[src/rtl/flush_pkg.sv]
package flush_pkg;
  typedef enum logic [1:0] {
    ST_OK       = 2'd0,
    ST_REL_ERR  = 2'd1,
    ST_BUSY_ERR = 2'd2
  } stat_code_e;

  typedef enum logic [2:0] {
    S_IDLE, S_FWD, S_FLUSH, S_EXT, S_DONE
  } seq_state_e;
endpackage

[src/rtl/flush_block_regs.sv]
module flush_block_regs #(
  parameter int AW      = 40,
  parameter int NUM_RES = 4,
  parameter int IW      = $clog2(NUM_RES)
) (
  input  logic               clk_i,
  input  logic               rst_ni,
  input  logic               clr_en_i,
  input  logic               set_en_i,
  input  logic [IW-1:0]      idx_i,
  input  logic [AW-1:0]      addr_i,
  input  logic               all_set_i,
  input  logic               all_clr_i,
  input  logic [AW-1:0]      lk_addr_i,
  output logic [NUM_RES-1:0] busy_o,
  output logic               lk_blocked_o,
  output logic               all_blocked_o
);
  logic [NUM_RES-1:0] hit;

  for (genvar g = 0; g < NUM_RES; g++) begin : g_res
    logic          vld_q;
    logic [AW-1:0] adr_q;
    logic          sel;
    assign sel = (idx_i == IW'(g));
    always_ff @(posedge clk_i or negedge rst_ni) begin
      if (!rst_ni) begin
        vld_q <= 1'b0;
        adr_q <= '0;
      end else if (sel && set_en_i) begin
        // set wins over a same-command release
        vld_q <= 1'b1;
        adr_q <= addr_i;
      end else if (sel && clr_en_i) begin
        vld_q <= 1'b0;
      end
    end
    assign busy_o[g] = vld_q;
    assign hit[g]    = vld_q && (adr_q == lk_addr_i);
  end

  always_ff @(posedge clk_i or negedge rst_ni) begin
    if (!rst_ni)        all_blocked_o <= 1'b0;
    else if (all_set_i) all_blocked_o <= 1'b1;
    else if (all_clr_i) all_blocked_o <= 1'b0;
  end

  assign lk_blocked_o = all_blocked_o || (|hit);
endmodule

[src/rtl/flush_seq_fsm.sv]
module flush_seq_fsm
  import flush_pkg::*;
(
  input  logic       clk_i,
  input  logic       rst_ni,
  input  logic       accept_i,
  input  logic       go_i,
  input  logic       fwd_i,
  input  logic       ext_q_i,
  input  logic       fwd_ack_i,
  input  logic       fl_ack_i,
  output seq_state_e state_o
);
  seq_state_e state_d;

  always_comb begin
    state_d = state_o;
    unique case (state_o)
      S_IDLE:  if (accept_i) state_d = !go_i ? S_DONE : (fwd_i ? S_FWD : S_FLUSH);
      S_FWD:   if (fwd_ack_i) state_d = S_FLUSH;
      S_FLUSH: if (fl_ack_i) state_d = ext_q_i ? S_EXT : S_DONE;
      S_EXT:   if (fl_ack_i) state_d = S_DONE;
      S_DONE:  state_d = S_IDLE;
      default: state_d = S_IDLE;
    endcase
  end

  always_ff @(posedge clk_i or negedge rst_ni) begin
    if (!rst_ni) state_o <= S_IDLE;
    else         state_o <= state_d;
  end
endmodule

[src/rtl/flush_cmd_ctrl.sv]
module flush_cmd_ctrl
  import flush_pkg::*;
#(
  parameter int AW      = 40,
  parameter int NW      = 16,
  parameter int NUM_RES = 4,
  localparam int IW     = $clog2(NUM_RES)
) (
  input  logic          clk_i,
  input  logic          rst_ni,
  input  logic          cmd_valid_i,
  output logic          cmd_ready_o,
  input  logic [NW-1:0] cmd_num_i,
  input  logic          cmd_stat_req_i,
  input  logic          cmd_unblk_i,
  input  logic          cmd_unblk_all_i,
  input  logic [AW-1:0] cmd_addr_i,
  input  logic          cmd_fwd_i,
  input  logic          cmd_rel_i,
  input  logic [IW-1:0] cmd_idx_i,
  input  logic          cmd_keep_i,
  input  logic          cmd_blk_i,
  input  logic          cmd_all_i,
  input  logic          cmd_ext_i,
  output logic          fwd_req_o,
  input  logic          fwd_ack_i,
  output logic          fl_req_o,
  output logic [AW-1:0] fl_addr_o,
  output logic          fl_inv_o,
  output logic          fl_ext_o,
  output logic          fl_all_o,
  input  logic          fl_ack_i,
  output logic          stat_valid_o,
  output logic [NW-1:0] stat_num_o,
  output logic [1:0]    stat_code_o,
  input  logic [AW-1:0] lk_addr_i,
  output logic          lk_blocked_o,
  output logic          cache_blocked_o
);
  seq_state_e         state;
  logic               accept, res_busy, go;
  logic               clr_en, set_en, all_set, all_clr;
  stat_code_e         code_d, code_q;
  logic [NUM_RES-1:0] busy_vec;
  logic [NW-1:0]      num_q;
  logic [AW-1:0]      addr_q;
  logic               sreq_q, keep_q, ext_q, all_q;

  assign accept   = cmd_valid_i && cmd_ready_o;
  assign res_busy = busy_vec[cmd_idx_i];

  // command legality check against the resource state at accept time
  always_comb begin
    code_d  = ST_OK;
    go      = 1'b0;
    clr_en  = 1'b0;
    set_en  = 1'b0;
    all_set = 1'b0;
    all_clr = 1'b0;
    if (cmd_unblk_i) begin
      if (cmd_unblk_all_i)  all_clr = 1'b1;
      else if (!res_busy)   code_d  = ST_REL_ERR;
      else                  clr_en  = 1'b1;
    end else if (cmd_all_i) begin
      all_set = 1'b1;
      go      = 1'b1;
    end else if (cmd_rel_i && !res_busy) begin
      code_d = ST_REL_ERR;
    end else if (cmd_blk_i && res_busy && !cmd_rel_i) begin
      code_d = ST_BUSY_ERR;
    end else begin
      go     = 1'b1;
      clr_en = cmd_rel_i;
      set_en = cmd_blk_i;
    end
  end

  always_ff @(posedge clk_i or negedge rst_ni) begin
    if (!rst_ni) begin
      num_q  <= '0;
      addr_q <= '0;
      sreq_q <= 1'b0;
      keep_q <= 1'b0;
      ext_q  <= 1'b0;
      all_q  <= 1'b0;
      code_q <= ST_OK;
    end else if (accept) begin
      num_q  <= cmd_num_i;
      addr_q <= cmd_addr_i;
      sreq_q <= cmd_stat_req_i;
      keep_q <= cmd_keep_i;
      ext_q  <= cmd_ext_i && !cmd_all_i && !cmd_unblk_i;
      all_q  <= cmd_all_i && !cmd_unblk_i;
      code_q <= code_d;
    end
  end

  flush_block_regs #(.AW(AW), .NUM_RES(NUM_RES), .IW(IW)) u_regs (
    .clk_i         (clk_i),
    .rst_ni        (rst_ni),
    .clr_en_i      (accept && clr_en),
    .set_en_i      (accept && set_en),
    .idx_i         (cmd_idx_i),
    .addr_i        (cmd_addr_i),
    .all_set_i     (accept && all_set),
    .all_clr_i     (accept && all_clr),
    .lk_addr_i     (lk_addr_i),
    .busy_o        (busy_vec),
    .lk_blocked_o  (lk_blocked_o),
    .all_blocked_o (cache_blocked_o)
  );

  flush_seq_fsm u_fsm (
    .clk_i     (clk_i),
    .rst_ni    (rst_ni),
    .accept_i  (accept),
    .go_i      (go),
    .fwd_i     (cmd_fwd_i && !cmd_all_i),
    .ext_q_i   (ext_q),
    .fwd_ack_i (fwd_ack_i),
    .fl_ack_i  (fl_ack_i),
    .state_o   (state)
  );

  assign cmd_ready_o  = (state == S_IDLE);
  assign fwd_req_o    = (state == S_FWD);
  assign fl_req_o     = (state == S_FLUSH) || (state == S_EXT);
  assign fl_ext_o     = (state == S_EXT);
  assign fl_all_o     = fl_req_o && all_q;
  assign fl_inv_o     = fl_req_o && (all_q || !keep_q);
  assign fl_addr_o    = addr_q;
  assign stat_valid_o = (state == S_DONE) && sreq_q;
  assign stat_num_o   = num_q;
  assign stat_code_o  = code_q;
endmodule


[config.mk]
export PLATFORM = sky130hd
export DESIGN_NAME = flush_cmd_ctrl
export DESIGN_NICKNAME = d
export VERILOG_FILES = /design/src/rtl/flush_pkg.sv /design/src/rtl/flush_block_regs.sv /design/src/rtl/flush_seq_fsm.sv /design/src/rtl/flush_cmd_ctrl.sv
export SDC_FILE = /design/constraint.sdc
export NUM_CORES = 1
export LEC_CHECK = 0
export CELL_PAD_IN_SITES_DETAIL_PLACEMENT = 0
export CELL_PAD_IN_SITES_GLOBAL_PLACEMENT = 1
export CORE_MARGIN = 2
export CORE_UTILIZATION = 47
export CTS_CLUSTER_DIAMETER = 60
export CTS_CLUSTER_SIZE = 25
export DETAILED_ROUTE_END_ITERATION = 8
export PLACE_DENSITY = 0.89
export SLEW_MARGIN = 10
export SYNTH_ARGS = -nofsm -noshare
export SYNTH_HDL_FRONTEND = slang
export SYNTH_HIERARCHICAL = 1
export SYNTH_SLANG_ARGS = --single-unit
[constraint.sdc]
create_clock -name clk_i -period 3.61 [get_ports clk_i]
set_input_delay 0.722 -clock clk_i [delete_from_list [all_inputs] [get_ports clk_i]]
set_output_delay 0.722 -clock clk_i [all_outputs]
set_load 0.05 [all_outputs]
==> impl_metrics.tcl <==
set metrics [dict create \
    drc_errors 0 \
    clockBufferDepth 3 \
    cts.repair_timing.setup_buffer_count 0 \
    final_period_minus_worst_setup_slack_ps 3500 \
    setup.worst_path.start_class "input pin" \
    timing.critical_path.required_ps 2890 \
    grt_use_total_pct 22.7 \
    wl_um 26800 \
    grt.overflow.total 0 \
    regToRegEndpoint "u_regs/g_res[0].adr_q[13]" \
    antenna-diode-count 0 \
    cts_inserted_buffers 22 \
    placed_cells_incl_taps 1231 \
    drtPass1Iterations 4 \
    critical_path_depth 8 \
    reg2reg_depth 6 \
    maximum_number_of_pins_on_one_net_before_global_route_repair 95 \
    register_to_register_setup_slack_ps 1160 \
    worst_setup_hold_path_clk_slew_ps 60 \
    timing.critical_path.fanout_max 4 \
    setup_viol 0 \
    drive_above_1_share_pct 30.2 \
    die-width_um 155 \
    cts.hold.buffers_added 0 \
    io-pin-count 179 \
    synth-async-reset-ratio_pct 100 \
    first_pass_grt_wire_length_um 41900 \
    yosys.area.top_type_share_pct 54.0 \
    finalNonFillerCells 1271 \
    drt.antenna.violating_nets 0 \
    met2_usage_pct 37.4 \
    numClockSinks 230 \
    worst_path_dominant_cell_family "simple AND/OR/NAND/NOR gates" \
    cap_violations 0 \
    post_synth_inst_count 771 \
    finalCoreUtilization_pct 61.3 \
    route.vias.total 6889 \
    run_status "complete, no violations" \
    first_global_vias 7220 \
    power.static_leakage_nw 6.14 \
    area_growth_syn_to_layout_pct 29.2 \
    grt_use_met3_pct 3.42 \
    hold_violations 0 \
    number_of_synthesized_register_bits 230 \
    unrepaired_setup_endpoints_after_global_routing "false" \
    tritoncts "built" \
    wl_per_cell_um 21.1 \
    timing_worst_setup_path_type "input pin to output pin" \
    arrival_ps 2780 \
    core_region_area_um2 22400 \
    fmax_mhz 286 \
    synthDistinctLibCells 47 \
    first_iter_violations 430 \
    cts.root.buffer_cell "sky130_fd_sc_hd__clkbuf_16" \
    via_per_inst 5.42 \
    timing.slew.headroom_pct 51.3 \
    clock_skew_ps 14.0 \
    period_share_pct 96.9 \
    gr-max-usage-layer "met2" \
    fp.dieH_um 155 \
    synth.top_cells.by_count "sky130_fd_sc_hd__dfrtp_1 (230), sky130_fd_sc_hd__mux2_2 (217), sky130_fd_sc_hd__xnor2_1 (81), sky130_fd_sc_hd__xor2_1 (73), sky130_fd_sc_hd__nand4_1 (23)" \
    mappedNetlistArea_um2 10700 \
    globalplace.congestion 0.941 \
    timing_worst_slew_pin_value_ps 731 \
    drv_slew 0 \
    design.final.nets 1082 \
    synth_warnings 6 \
    worst_path_most_repeated_cell "sky130_fd_sc_hd__nor4_1" \
    synth_edf_count 0 \
    ys_dominant_reg_cell "sky130_fd_sc_hd__dfrtp_1" \
    finalSetupTns_ps 0 \
    post_synth.cell_area_avg_um2 13.8 \
    worst_path_largest_cell_delay_ps 540 \
    synthesis.nets 883 \
    dpl-instance-area_um2 12900 \
    power-per-cell-area_nw_per_um2 787 \
    worstSkewPairLatency_ps 510 \
    yosys-top-cells-area "sky130_fd_sc_hd__dfrtp_1 (54%), sky130_fd_sc_hd__mux2_2 (23%), sky130_fd_sc_hd__xnor2_1 (6.7%)" \
    floorplan.initialDensity_pct 47.5 \
    design_area_um2 13800 \
    cts_max_level 1 \
    resized_after_cts 0 \
    crit-reg2reg-launch "u_regs/g_res[2].vld_q" \
    hp-class "input pin to asynchronous set/reset pin" \
    slowest_stage "sky130_fd_sc_hd__clkdlybuf4s50_1" \
    crit_chain "clkdlybuf4s50_1, xor2_1, nor4_1, nand4_1, nor4_1, a32oi_1, nand3_1, buf_12" \
    synth.largest_area_cell "sky130_fd_sc_hd__dfrtp_1" \
    synthMostInstantiatedCell "sky130_fd_sc_hd__dfrtp_1" \
    port-buffer-count 178 \
    synth_seq_area_share_pct 54.0 \
    worstSetupEndpointType "output pin" \
    power.total_mw 10.8 \
    gr-usage-met1_pct 31.8 \
    hpwlAfterDp_um 19700 \
    worst_path_buf_inv 2 \
    std_cell_rows 55 \
    ir_drop_mv 0.590 \
    die-area_um2 23900 \
    grt_antenna_before_repair 0 \
]
[power by group]
part	internal [mW]	total (mW)	switching [mW]	leakage, nW
sequential	3.41	3.97	0.552	3.00
combinational	1.82	4.22	2.39	2.74
clock	1.52	2.64	1.12	0.407
total	6.76	10.8	4.07	6.14
[logic make-up after synthesis]
kind of cell	Yosys count	synth area share, %
DFF	230	54.0
muxes	221	23.4
xor gates and xnor gates	154	12.7
and+or+nand+nor	99	5.86
buffers and inverters	43	2.11
AOI/OAI and AO/OA	24	1.89
[through the flow]
stage	hold slack, ps	worst slack, ps
finish	242	113
global placement	487	68.4
CTS	265	56.0
floorplan	426	378
detailed placement	494	66.2
global route	301	24.4
[worst max-delay path by stage]
stage,end,start
global route,lk_blocked_o,lk_addr_i[8]
detailed placement,lk_blocked_o,lk_addr_i[8]
CTS,lk_blocked_o,lk_addr_i[8]
global placement,lk_blocked_o,lk_addr_i[8]
floorplan,fl_inv_o,u_fsm/state_o[2]
finish,lk_blocked_o,lk_addr_i[29]
[metal layers]
layer	vias to the layer above	part of all wire, %
li1	3121	-
met1	3488	45
met2	241	47
met3	39	5.6
met4	0	2.3
met5	-	0
[layout make-up]
cell class                      count  area, um2
Clock buffer                       24        579
Clock inverter                     16        267
Fill cell                        1743       8670
Inverter                           13       48.8
Multi-Input combinational cell    498       4690
Sequential cell                   230       5760
Tap cell                          285        357
Timing Repair Buffer              205       2060
[placed cells by master (no fill, tap or decap), drive strengths merged, types with 2 or more instances in the layout]
cell type	n
bufinv	4
inv	21
nand2	11
nor2	5
nor2b	4
mux2	218
o22ai	2
nor3b	3
nor4	22
clkdlybuf4s50	176
xor2	73
nand3b	3
o21ai	4
nor4bb	3
nand3	9
clkinv	3
and2	3
nand2b	4
a21o	2
dfrtp	230
a21oi	2
nor3	6
nand4	23
buf	29
mux2i	2
xnor2	81
clkbuf	24
[state kept, by name (all words and copies together), names as in the netlist, 2 cells and up]
| register | count |
|---|---|
| fl_addr_o | 40 |
| stat_num_o | 16 |
| stat_code_o | 2 |
| u_fsm/state_o | 3 |
| u_regs/g_res.adr_q | 160 |
| u_regs/g_res.vld_q | 4 |
[worst register-to-register path, stage by stage, from the launching register on]
cell                      delay [ps]
sky130_fd_sc_hd__dfrtp_1         430
sky130_fd_sc_hd__mux4_2          540
sky130_fd_sc_hd__xor2_1          170
sky130_fd_sc_hd__nor2_1          220
sky130_fd_sc_hd__and2_2          210
sky130_fd_sc_hd__buf_4           350
sky130_fd_sc_hd__mux2_2          420
(Power assumes the default switching activity.)
